`config.mk`:
```
export PLATFORM = sky130hd
export DESIGN_NAME = adc_scan_seq
export DESIGN_NICKNAME = d
export VERILOG_FILES = /design/src/rtl/adc_seq_pkg.sv /design/src/rtl/adc_seq_pacer.sv /design/src/rtl/adc_seq_ctrl.sv /design/src/rtl/adc_seq_pusher.sv /design/src/rtl/adc_scan_seq.sv
export SDC_FILE = /design/constraint.sdc
export NUM_CORES = 1
export LEC_CHECK = 0
export CAP_MARGIN = 20
export CORE_UTILIZATION = 49
export CTS_BUF_LIST = sky130_fd_sc_hd__clkbuf_4
export CTS_CLUSTER_DIAMETER = 200
export DETAILED_ROUTE_END_ITERATION = 10
export GPL_ROUTABILITY_DRIVEN = 0
export PLACE_DENSITY = 0.79
export SETUP_SLACK_MARGIN = 0.02
export SLEW_MARGIN = 20
export SYNTH_ARGS = -nofsm -noshare
export SYNTH_HDL_FRONTEND = slang
export SYNTH_HIERARCHICAL = 1
export SYNTH_SLANG_ARGS = --single-unit
```
`constraint.sdc`:
```
create_clock -name clk -period 3.2 [get_ports clk]
set_input_delay 0.96 -clock clk [delete_from_list [all_inputs] [get_ports clk]]
set_output_delay 0.96 -clock clk [all_outputs]
set_load 0.02 [all_outputs]
```
`src/rtl/adc_seq_pkg.sv`:
```
package adc_seq_pkg;
    localparam int NUM_CH  = 8;
    localparam int CH_W    = $clog2(NUM_CH);
    localparam int GAIN_W  = 4;
    localparam int DIV_W   = 16;
    localparam int DATA_W  = 16;
    localparam int TAGGED_W = CH_W + DATA_W;

    typedef enum logic [1:0] {
        ST_IDLE = 2'd0,
        ST_CONV = 2'd1,
        ST_GAP  = 2'd2
    } seq_st_e;

    typedef struct packed {
        logic [1:0]                 mode;
        logic [CH_W-1:0]            last;
        logic [NUM_CH*GAIN_W-1:0]   gain;
        logic [DIV_W-1:0]           div;
        logic                       scan;
        logic                       ext_en;
    } seq_cfg_t;
endpackage

```
`src/rtl/adc_seq_pacer.sv`:
```
module adc_seq_pacer
    import adc_seq_pkg::*;
(
    input  logic             clk,
    input  logic             rst_n,
    input  logic             clr,
    input  logic [DIV_W-1:0] div,
    output logic             tick
);
    logic [DIV_W-1:0] cnt_d, cnt_q;

    always_comb begin
        tick  = (div != '0) && (cnt_q == div - 1'b1);
        cnt_d = cnt_q + 1'b1;
        if (clr || tick || (div == '0)) begin
            cnt_d = '0;
        end
    end

    always_ff @(posedge clk or negedge rst_n) begin
        if (!rst_n) cnt_q <= '0;
        else        cnt_q <= cnt_d;
    end

    // ticks are D cycles apart, so two in a row only when D is 1
    p_tick_spacing_r4: assert property (@(posedge clk) disable iff (!rst_n)
        (tick && !clr && div > 1) |=> !tick);
    // a clear restarts the count from zero
    p_restart_r10: assert property (@(posedge clk) disable iff (!rst_n)
        clr |=> (div <= 1 || !tick));
endmodule

```
`src/rtl/adc_seq_ctrl.sv`:
```
module adc_seq_ctrl
    import adc_seq_pkg::*;
(
    input  logic              clk,
    input  logic              rst_n,
    input  logic              clr,
    input  seq_cfg_t          cfg,
    input  logic              tick,
    input  logic              sw_start,
    input  logic              ext_trig,
    input  logic              adc_done,
    input  logic              ovr_clr,
    output logic              req_o,
    output logic [CH_W-1:0]   ch_o,
    output logic [GAIN_W-1:0] gain_o,
    output logic              res_valid_o,
    output logic [CH_W-1:0]   res_ch_o,
    output logic              ovr_o
);
    typedef struct packed {
        seq_st_e           st;
        logic [CH_W-1:0]   ptr;
        logic              req;
        logic [GAIN_W-1:0] gain;
        logic              ovr;
    } ctrl_t;

    ctrl_t q, d;
    logic timed, seq_en, scan_eff, idle_start, busy_start, at_last;
    logic [CH_W-1:0] ptr_inc;

    always_comb begin
        timed      = (cfg.div != '0);
        seq_en     = (cfg.mode != 2'b00);
        scan_eff   = cfg.scan && seq_en && (cfg.last != '0);
        idle_start = sw_start || (timed && (cfg.ext_en ? ext_trig : tick));
        busy_start = sw_start || (timed && cfg.ext_en && ext_trig);
        at_last    = (q.ptr == cfg.last);
        ptr_inc    = at_last ? '0 : q.ptr + 1'b1;

        d           = q;
        d.req       = 1'b0;
        res_valid_o = 1'b0;
        if (ovr_clr) d.ovr = 1'b0;

        unique case (q.st)
            ST_IDLE: begin
                if (idle_start) begin
                    d.st  = ST_CONV;
                    d.req = 1'b1;
                end
            end
            ST_CONV: begin
                if (busy_start) d.ovr = 1'b1;
                if (adc_done) begin
                    res_valid_o = 1'b1;
                    if (scan_eff) begin
                        if (at_last) begin
                            d.ptr = '0;
                            d.st  = ST_IDLE;
                        end else begin
                            d.ptr = q.ptr + 1'b1;
                            if (timed) begin
                                d.st = ST_GAP;
                            end else begin
                                d.st  = ST_CONV;
                                d.req = 1'b1;
                            end
                        end
                    end else begin
                        d.ptr = seq_en ? ptr_inc : '0;
                        d.st  = ST_IDLE;
                    end
                end
            end
            ST_GAP: begin
                if (busy_start) d.ovr = 1'b1;
                if (tick) begin
                    d.st  = ST_CONV;
                    d.req = 1'b1;
                end
            end
            default: d.st = ST_IDLE;
        endcase

        if (clr) begin
            d.st        = ST_IDLE;
            d.ptr       = '0;
            d.req       = 1'b0;
            res_valid_o = 1'b0;
        end
        d.gain = cfg.gain[d.ptr*GAIN_W +: GAIN_W];
    end

    always_ff @(posedge clk or negedge rst_n) begin
        if (!rst_n) q <= '{st: ST_IDLE, ptr: '0, req: 1'b0, gain: '0, ovr: 1'b0};
        else        q <= d;
    end

    assign req_o    = q.req;
    assign ch_o     = q.ptr;
    assign gain_o   = q.gain;
    assign res_ch_o = q.ptr;
    assign ovr_o    = q.ovr;

    // a burst always opens on channel 0
    p_burst_ch0_r2: assert property (@(posedge clk) disable iff (!rst_n)
        (q.st == ST_IDLE && idle_start && scan_eff && !clr) |=> (req_o && ch_o == '0));
    // no request names a channel beyond the last index
    p_ch_bound_r2: assert property (@(posedge clk) disable iff (!rst_n)
        req_o |-> (ch_o <= cfg.last));
    // a finished single conversion leaves the sequencer idle
    p_single_stop_r1: assert property (@(posedge clk) disable iff (!rst_n)
        (q.st == ST_CONV && adc_done && !scan_eff && !clr) |=> (q.st == ST_IDLE && !req_o));
    // a start while busy raises the sticky overrun flag
    p_overrun_r8: assert property (@(posedge clk) disable iff (!rst_n)
        (q.st != ST_IDLE && busy_start) |=> ovr_o);
    // a clear sends the sequencer home
    p_home_r10: assert property (@(posedge clk) disable iff (!rst_n)
        clr |=> (q.st == ST_IDLE && ch_o == '0 && !req_o));
endmodule

```
`src/rtl/adc_seq_pusher.sv`:
```
module adc_seq_pusher
    import adc_seq_pkg::*;
(
    input  logic                clk,
    input  logic                rst_n,
    input  logic                res_valid,
    input  logic [CH_W-1:0]     res_ch,
    input  logic [DATA_W-1:0]   res_data,
    input  logic                fifo_full,
    input  logic                ovf_clr,
    output logic                push_o,
    output logic [TAGGED_W-1:0] data_o,
    output logic                ovf_o
);
    typedef struct packed {
        logic                push;
        logic [TAGGED_W-1:0] data;
        logic                ovf;
    } push_t;

    push_t q, d;

    always_comb begin
        d      = q;
        d.push = res_valid && !fifo_full;
        if (res_valid) d.data = {res_ch, res_data};
        if (ovf_clr) d.ovf = 1'b0;
        if (res_valid && fifo_full) d.ovf = 1'b1;
    end

    always_ff @(posedge clk or negedge rst_n) begin
        if (!rst_n) q <= '0;
        else        q <= d;
    end

    assign push_o = q.push;
    assign data_o = q.data;
    assign ovf_o  = q.ovf;

    // a full FIFO blocks the push and flags the loss
    p_no_overflow_r9: assert property (@(posedge clk) disable iff (!rst_n)
        (res_valid && fifo_full) |=> (!push_o && ovf_o));
    // an accepted result carries its channel tag
    p_push_tag_r9: assert property (@(posedge clk) disable iff (!rst_n)
        (res_valid && !fifo_full) |=> (push_o && data_o[TAGGED_W-1 -: CH_W] == $past(res_ch)));
endmodule

```
`src/rtl/adc_scan_seq.sv`:
```
module adc_scan_seq
    import adc_seq_pkg::*;
(
    input  logic                      clk,
    input  logic                      rst_n,
    input  logic                      cfg_we,
    input  logic [1:0]                cfg_mode,
    input  logic [CH_W-1:0]           cfg_last,
    input  logic [NUM_CH*GAIN_W-1:0]  cfg_gain,
    input  logic [DIV_W-1:0]          cfg_div,
    input  logic                      cfg_scan,
    input  logic                      cfg_ext_en,
    input  logic                      soft_rst,
    input  logic                      sw_start,
    input  logic                      ext_trig,
    input  logic                      ovr_clr,
    input  logic                      ovf_clr,
    output logic                      conv_req,
    output logic [CH_W-1:0]           conv_ch,
    output logic [GAIN_W-1:0]         conv_gain,
    input  logic                      adc_done,
    input  logic [DATA_W-1:0]         adc_data,
    input  logic                      fifo_full,
    output logic                      fifo_push,
    output logic [TAGGED_W-1:0]       fifo_data,
    output logic                      ovr_flag,
    output logic                      ovf_flag
);
    seq_cfg_t        cfg_d, cfg_q;
    logic            clr, tick, res_valid;
    logic [CH_W-1:0] res_ch;

    always_comb begin
        cfg_d = cfg_q;
        if (cfg_we) begin
            cfg_d = '{mode: cfg_mode, last: cfg_last, gain: cfg_gain,
                      div: cfg_div, scan: cfg_scan, ext_en: cfg_ext_en};
        end
        clr = cfg_we || soft_rst;
    end

    always_ff @(posedge clk or negedge rst_n) begin
        if (!rst_n) cfg_q <= '0;
        else        cfg_q <= cfg_d;
    end

    adc_seq_pacer u_pacer (
        .clk   (clk),
        .rst_n (rst_n),
        .clr   (clr),
        .div   (cfg_q.div),
        .tick  (tick)
    );

    adc_seq_ctrl u_ctrl (
        .clk         (clk),
        .rst_n       (rst_n),
        .clr         (clr),
        .cfg         (cfg_q),
        .tick        (tick),
        .sw_start    (sw_start),
        .ext_trig    (ext_trig),
        .adc_done    (adc_done),
        .ovr_clr     (ovr_clr),
        .req_o       (conv_req),
        .ch_o        (conv_ch),
        .gain_o      (conv_gain),
        .res_valid_o (res_valid),
        .res_ch_o    (res_ch),
        .ovr_o       (ovr_flag)
    );

    adc_seq_pusher u_pusher (
        .clk       (clk),
        .rst_n     (rst_n),
        .res_valid (res_valid),
        .res_ch    (res_ch),
        .res_data  (adc_data),
        .fifo_full (fifo_full),
        .ovf_clr   (ovf_clr),
        .push_o    (fifo_push),
        .data_o    (fifo_data),
        .ovf_o     (ovf_flag)
    );
endmodule

```
==> results.cfg, run 1 <==
[power_and_ir_drop]
clock_power_share_pct = 23.3
power.total_mw = 2.95
powerDensity_nw_per_um2 = 424
combPwrFrac_pct = 24.2
seqPwrFrac_pct = 52.4
internal-power_mw = 2.11
ir_drop_mv = 0.273
switching_share_pct = 28.5
leakage_nw = 2.95
switching_power_uw = 843

[setup_path]
required_ps = 3580
critical_path.endpoint_type = register
reg2reg_depth = 13
slowest_stage = or4b_1
rrSetupSlack_ps = 140
crit_fanout = 4
arrival_ps = 3440
crit_chain = inv_1 -> ha_2 -> nor3b_4 -> nand4_2 -> or4b_1 -> nand4_1 -> o2111ai_2 -> nor3_4 -> nand2b_1 -> a21oi_2 -> o311a_1 -> mux2_4 -> nor2_2
rr_startpoint = cfg_q[2]
worstReg2RegEnd = u_ctrl/q[10]
crit_path_max_incr_delay_ps = 490
critPathKind = reg2reg
startpoint_type = register

[sta]
fin_tns_setup_ps = 0
timing.final.crit_share_pct = 95.5
hold_viol = 0
final.min_clock_period_ps = 3060
tightest_slew_ps = 939
fmax_mhz = 327
clock_skew_ps = 21.3
whs_ps = 351
slew_violations = 0
layout_setup_ws_ps = 144
finalSetupViolCount = 0
relSlewSlack_pct = 37.4

[clock_network]
cts_buffers = 9
insertion_delay_ps = 440
cts.reportedPaths.clkPinSlew_ps = 170
cts_tree = yes
ctsHoldBuffers = 0
clock-sinks = 103
cts-root-buf = clkbuf_4
clk_path_buf_depth = 2
ctsHtreeMaxLevel = 3

[detailed_routing]
dr_total_vias = 3898
viasPerCell = 5.58
drt-initial-drc-count = 153
drc = 0
firstDrtPassIters = 4
ant_nets = 0
wl_per_cell_microns = 17.5
drt-total-wl_microns = 12200

[floorplanning]
start_util_pct = 51.0
dieArea_sq_um = 11900
coreArea_sq_um = 11000
die_x_microns = 109
ios = 111
placementRows = 38
die_y_microns = 109

[layout]
area_growth_pct = 24.5
layout_common_cells = clkdlybuf4s50_1 (108), dfrtp_1 (102), mux2_4 (58)
drive_gt1_share_pct = 25.4
fillers = 847
final_core_util_pct = 63.5
final_common_cell = clkdlybuf4s50_1
nets = 641
design_area_sq_um = 6980
final_cells = 698
diodes = 0

[yosys]
ys_ff_latch = 103
syn_nets = 532
yosysWarnings = 6
ys_types = 61
ys_seq_area_share_pct = 46.0
syn_area_per_cell_sq_um = 12.6
synth_edf_count = 0
synth_cells = 444
synthArstFlopShare_pct = 100
synth_area_sq_um = 5610
synthFlopType = dfrtp_1

[place]
port_buffers = 110
pre_cts_ws_ps = 97.5
placed_area_sq_um = 6740
hpwl_microns = 8830
dp_cells = 674

[global_routing]
grt.total_usage_pct = 21.5
grt.overflow.total = 0
grt_max_degree = 87
antenna_found_initial = 0
grt_first_pass_wirelength_microns = 19700
grt_pass1_vias = 4051

[min_path]
min-delay-path-class = in2async

[flow_run]
maxCapViolCount = 0

[run_status]
status = completed
## worst max-delay path by stage
stage / start / to / slack, ps / depth (start not counted)
after CTS: cfg_q[2] / u_ctrl/q[10] / 70 / 13
after floorplan: cfg_q[2] / u_ctrl/q[10] / 140 / 14
final: cfg_q[2] / u_ctrl/q[10] / 140 / 13
after detailed placement: cfg_q[2] / u_ctrl/q[10] / 100 / 13
after global routing: cfg_q[2] / u_ctrl/q[10] / -20 / 13
after global placement: cfg_q[2] / u_ctrl/q[10] / 280 / 13
## kinds of logic after synthesis
kind of cell / count (synthesis) / share of synthesized area (%)
adder cells (fa/ha/maj): 7 / 1.56
AO/OA/AOI/OAI: 46 / 6.61
XOR/XNOR: 34 / 5.45
multiplexers: 88 / 21.3
buffers and inverters: 40 / 4.91
flip-flops: 103 / 46.0
AND/OR/NAND/NOR: 126 / 14.2
## per-layer routing
layer	track usage [%]	share of wire [%]	routed length [microns]
met4	5.50	1.6	199
met2	35.9	49	5970
met3	4.72	6.1	740
met1	28.1	43	5310
met5	0	0	0
## power by group through the flow
| stage | Clock, mW | Combinational [mW] | Sequential (mW) |
|---|---|---|---|
| 2_1_floorplan | 0 | 0.342 | 1.61 |
| 3_3_place_gp | 0 | 0.682 | 1.57 |
| 3_5_place_dp | 0 | 0.700 | 1.57 |
| 4_1_cts | 0.721 | 0.704 | 1.55 |
| 5_1_grt | 0.776 | 0.768 | 1.57 |
| 6_report | 0.689 | 0.716 | 1.55 |
## critical path, delay by kind of cell, from the launching register on
| family | cells | cell delay [ps] |
|---|---|---|
| and+or+nand+nor | 7 | 1440 |
| adders and majority gates | 1 | 190 |
| AOI/OAI and AO/OA | 3 | 540 |
| buffers and inverters | 1 | 70 |
| DFF | 1 | 450 |
| muxes | 1 | 320 |
## final cells by class
cell class,count,area [sq um],area share [%]
inverters,11,41.3,0.592
well taps,140,175,2.51
repair buffers,127,1260,18.0
flip-flops and latches,103,2580,37.0
clock buffers,9,67.6,0.968
clock inverters,7,76.3,1.09
multi-input cells,301,2780,39.8
## cell usage after synthesis, types with 4 or more instances
cell         n  area share (%)
dfrtp_1    103              46
mux2_4      58              16
nand2_1     24             1.6
nor2_1      22             1.5
mux2_2      17             3.4
xnor2_1     17             2.7
xor2_1      16             2.5
mux2i_1     13             2.3
nor4_1      13             1.5
buf_4       11             1.5
inv_1       11            0.74
buf_6        9             1.8
nand3_1      9            0.80
o21ai_0      9            0.80
ha_1         7             1.6
nand4_1      7            0.78
nor4_2       7             1.6
a21oi_1      6            0.54
and3_1       6            0.67
nor3_1       6            0.54
nand4b_1     5            0.78
o2111ai_1    5            0.78
o211a_1      5            0.89
buf_2        4            0.36
clkbuf_1     4            0.27
nand2b_1     4            0.45
o21bai_1     4            0.54
## sequential cells by signal, summed over array words and instances (netlist names)
| signal | flops |
|---|---|
| u_ctrl/ch_o | 3 |
| cfg_q | 55 |
| u_pusher/push_o | 1 |
| u_ctrl/gain_o | 4 |
| u_pacer/cnt_q | 16 |
| u_ctrl/q | 2 |
| u_pusher/data_o | 19 |
| u_ctrl/req_o | 1 |
| u_ctrl/ovr_o | 1 |
| u_pusher/ovf_o | 1 |
## what timing repair did
action | 4_1_cts | 5_1_grt
resized for setup | 0 | 5
buffers inserted | 0 | 8
endpoints found under the setup margin | 0 | 2
Power figures use the tool's default switching activity.
==> inputs of run 2 (changes only) <==
MAX_ROUTING_LAYER = met4   (was default)
==> results.cfg, run 2 (same netlist as run 1, synthesis figures left out) <==
[clock_network]
cts.reportedPaths.clkPinSlew_ps = 170
insertion_delay_ps = 440
cts_buffers = 9
cts_tree = yes
ctsHtreeMaxLevel = 3
clock-sinks = 103
cts-root-buf = clkbuf_4
clk_path_buf_depth = 2

[setup_path]
startpoint_type = register
critical_path.endpoint_type = register
required_ps = 3580
rr_startpoint = cfg_q[3]
slowest_stage = or4b_1
crit_path_max_incr_delay_ps = 490
crit_buf_inv = 1
critPathKind = reg2reg
crit_chain = inv_1 -> ha_1 -> nor3b_4 -> nand4_2 -> or4b_1 -> nand4_1 -> o2111ai_2 -> nor3_4 -> nand2b_1 -> a21oi_1 -> o311a_1 -> mux2_4 -> nor2_2
crit_fanout = 4
reg2reg_depth = 13
worstReg2RegEnd = u_ctrl/q[10]
rrSetupSlack_ps = 140
arrival_ps = 3450
crit_family = simple AND/OR/NAND/NOR gates

[sta]
hold_viol = 0
finalSetupViolCount = 0
slew_violations = 0
fmax_mhz = 327
layout_setup_ws_ps = 139
relSlewSlack_pct = 37.1
clock_skew_ps = 21.4
final.min_clock_period_ps = 3060
tightest_slew_ps = 944
timing.final.crit_share_pct = 95.7

[power_and_ir_drop]
internal-power_mw = 2.11
ir_drop_mv = 0.272
combPwrFrac_pct = 24.2
switching_power_uw = 845
powerDensity_nw_per_um2 = 424
power.total_mw = 2.95
clock_power_share_pct = 23.4
switching_share_pct = 28.6
seqPwrFrac_pct = 52.4
leakage_nw = 2.95

[floorplanning]
die_y_microns = 109
ios = 111
dieArea_sq_um = 11900
coreArea_sq_um = 11000
start_util_pct = 51.0
placementRows = 38
die_x_microns = 109

[global_routing]
grt_max_degree = 87
grt.overflow.total = 0
grt.total_usage_pct = 22.2
grt_pass1_vias = 4027
grt_first_pass_wirelength_microns = 19800
antenna_found_initial = 0

[layout]
layout_common_cells = clkdlybuf4s50_1 (108), dfrtp_1 (102), mux2_4 (58)
max_flop_register = cfg_q
final_common_cell = clkdlybuf4s50_1
diodes = 0
drive_gt1_share_pct = 25.1
nets = 641
area_growth_pct = 24.1
largest_reg_flops = 55

[detailed_routing]
drt-total-wl_microns = 12300
ant_nets = 0
drt-initial-drc-count = 201
maxUsedRoutingLayer = met4
wl_met2_microns = 5920
dr_wl_met3_microns = 705
wirelength_met1_microns = 5480
drc = 0
firstDrtPassIters = 5
viasPerCell = 5.58
wl_per_cell_microns = 17.6
dr_total_vias = 3893

[place]
port_buffers = 110
hpwl_microns = 8830
pre_cts_ws_ps = 97.5

[min_path]
min-delay-path-class = in2async

[run_status]
status = completed

[flow_run]
maxCapViolCount = 0
run 2: cell count changes in the layout (fill, tap and decap cells not counted):
cell	before	now
a21oi_1	5	6
a21oi_2	1	0
buf_12	3	2
buf_4	15	16
ha_1	6	7
ha_2	1	0
run 2: metrics by stage:
step / area [sq um] / hold WS [ps] / utilization, % / setup TNS (ps) / std cells
2_1_floorplan: 5610 / 481 / - / 0 / 444
3_3_place_gp: 6740 / 491 / 61.4 / 0 / 674
3_5_place_dp: 6740 / 497 / 61.4 / 0 / 674
4_1_cts: 6890 / 330 / 62.7 / 0 / 690
5_1_grt: 6960 / 316 / 63.4 / -20.7 / 698
6_report: 6960 / 350 / 63.4 / 0 / 698
run 2: what timing repair did:
action / CTS / global route
resized for setup: 0 / 3
endpoints found under the setup margin: 0 / 2
buffers inserted: 0 / 8
hold buffers: 0 / 0
run 2: worst max-delay path by stage:
stage | from | end | slack, ps | depth (start not counted)
global placement | cfg_q[2] | u_ctrl/q[10] | 280 | 13
finish | cfg_q[3] | u_ctrl/q[10] | 140 | 13
global route | cfg_q[2] | u_ctrl/q[10] | -20 | 13
floorplan | cfg_q[2] | u_ctrl/q[10] | 140 | 14
detailed placement | cfg_q[2] | u_ctrl/q[10] | 100 | 13
CTS | cfg_q[2] | u_ctrl/q[10] | 70 | 13
run 2: area by class of cell:
type / count / area (sq um)
Clock inverter: 7 / 76.3
Clock buffer: 9 / 67.6
Timing Repair Buffer: 127 / 1250
Sequential cell: 103 / 2580
Inverter: 11 / 41.3
Multi-Input combinational cell: 301 / 2770
Fill cell: 851 / 4030
Tap cell: 140 / 175
run 2: layer usage:
layer	track usage [%]	vias up
met4	5.41	0
met1	28.5	1912
li1	-	1819
met2	35.9	144
met5	-	-
met3	4.48	18
run 2: power groups by stage:
stage                     logic, mW  clock network [mW]  registers, mW
after global placement        0.682                   0           1.57
after CTS                     0.704               0.721           1.55
after detailed placement      0.700                   0           1.57
after global routing          0.764               0.775           1.57
after floorplan               0.342                   0           1.61
final                         0.713               0.691           1.55
run 2: worst register-to-register path: cells and delay by family (launching register included):
kind                     cells  cell delay (ps)
multiplexers                 1              320
AO/OA/AOI/OAI                3              570
AND/OR/NAND/NOR              7             1430
flip-flops                   1              430
buffers and inverters        1               70
adder cells (fa/ha/maj)      1              200
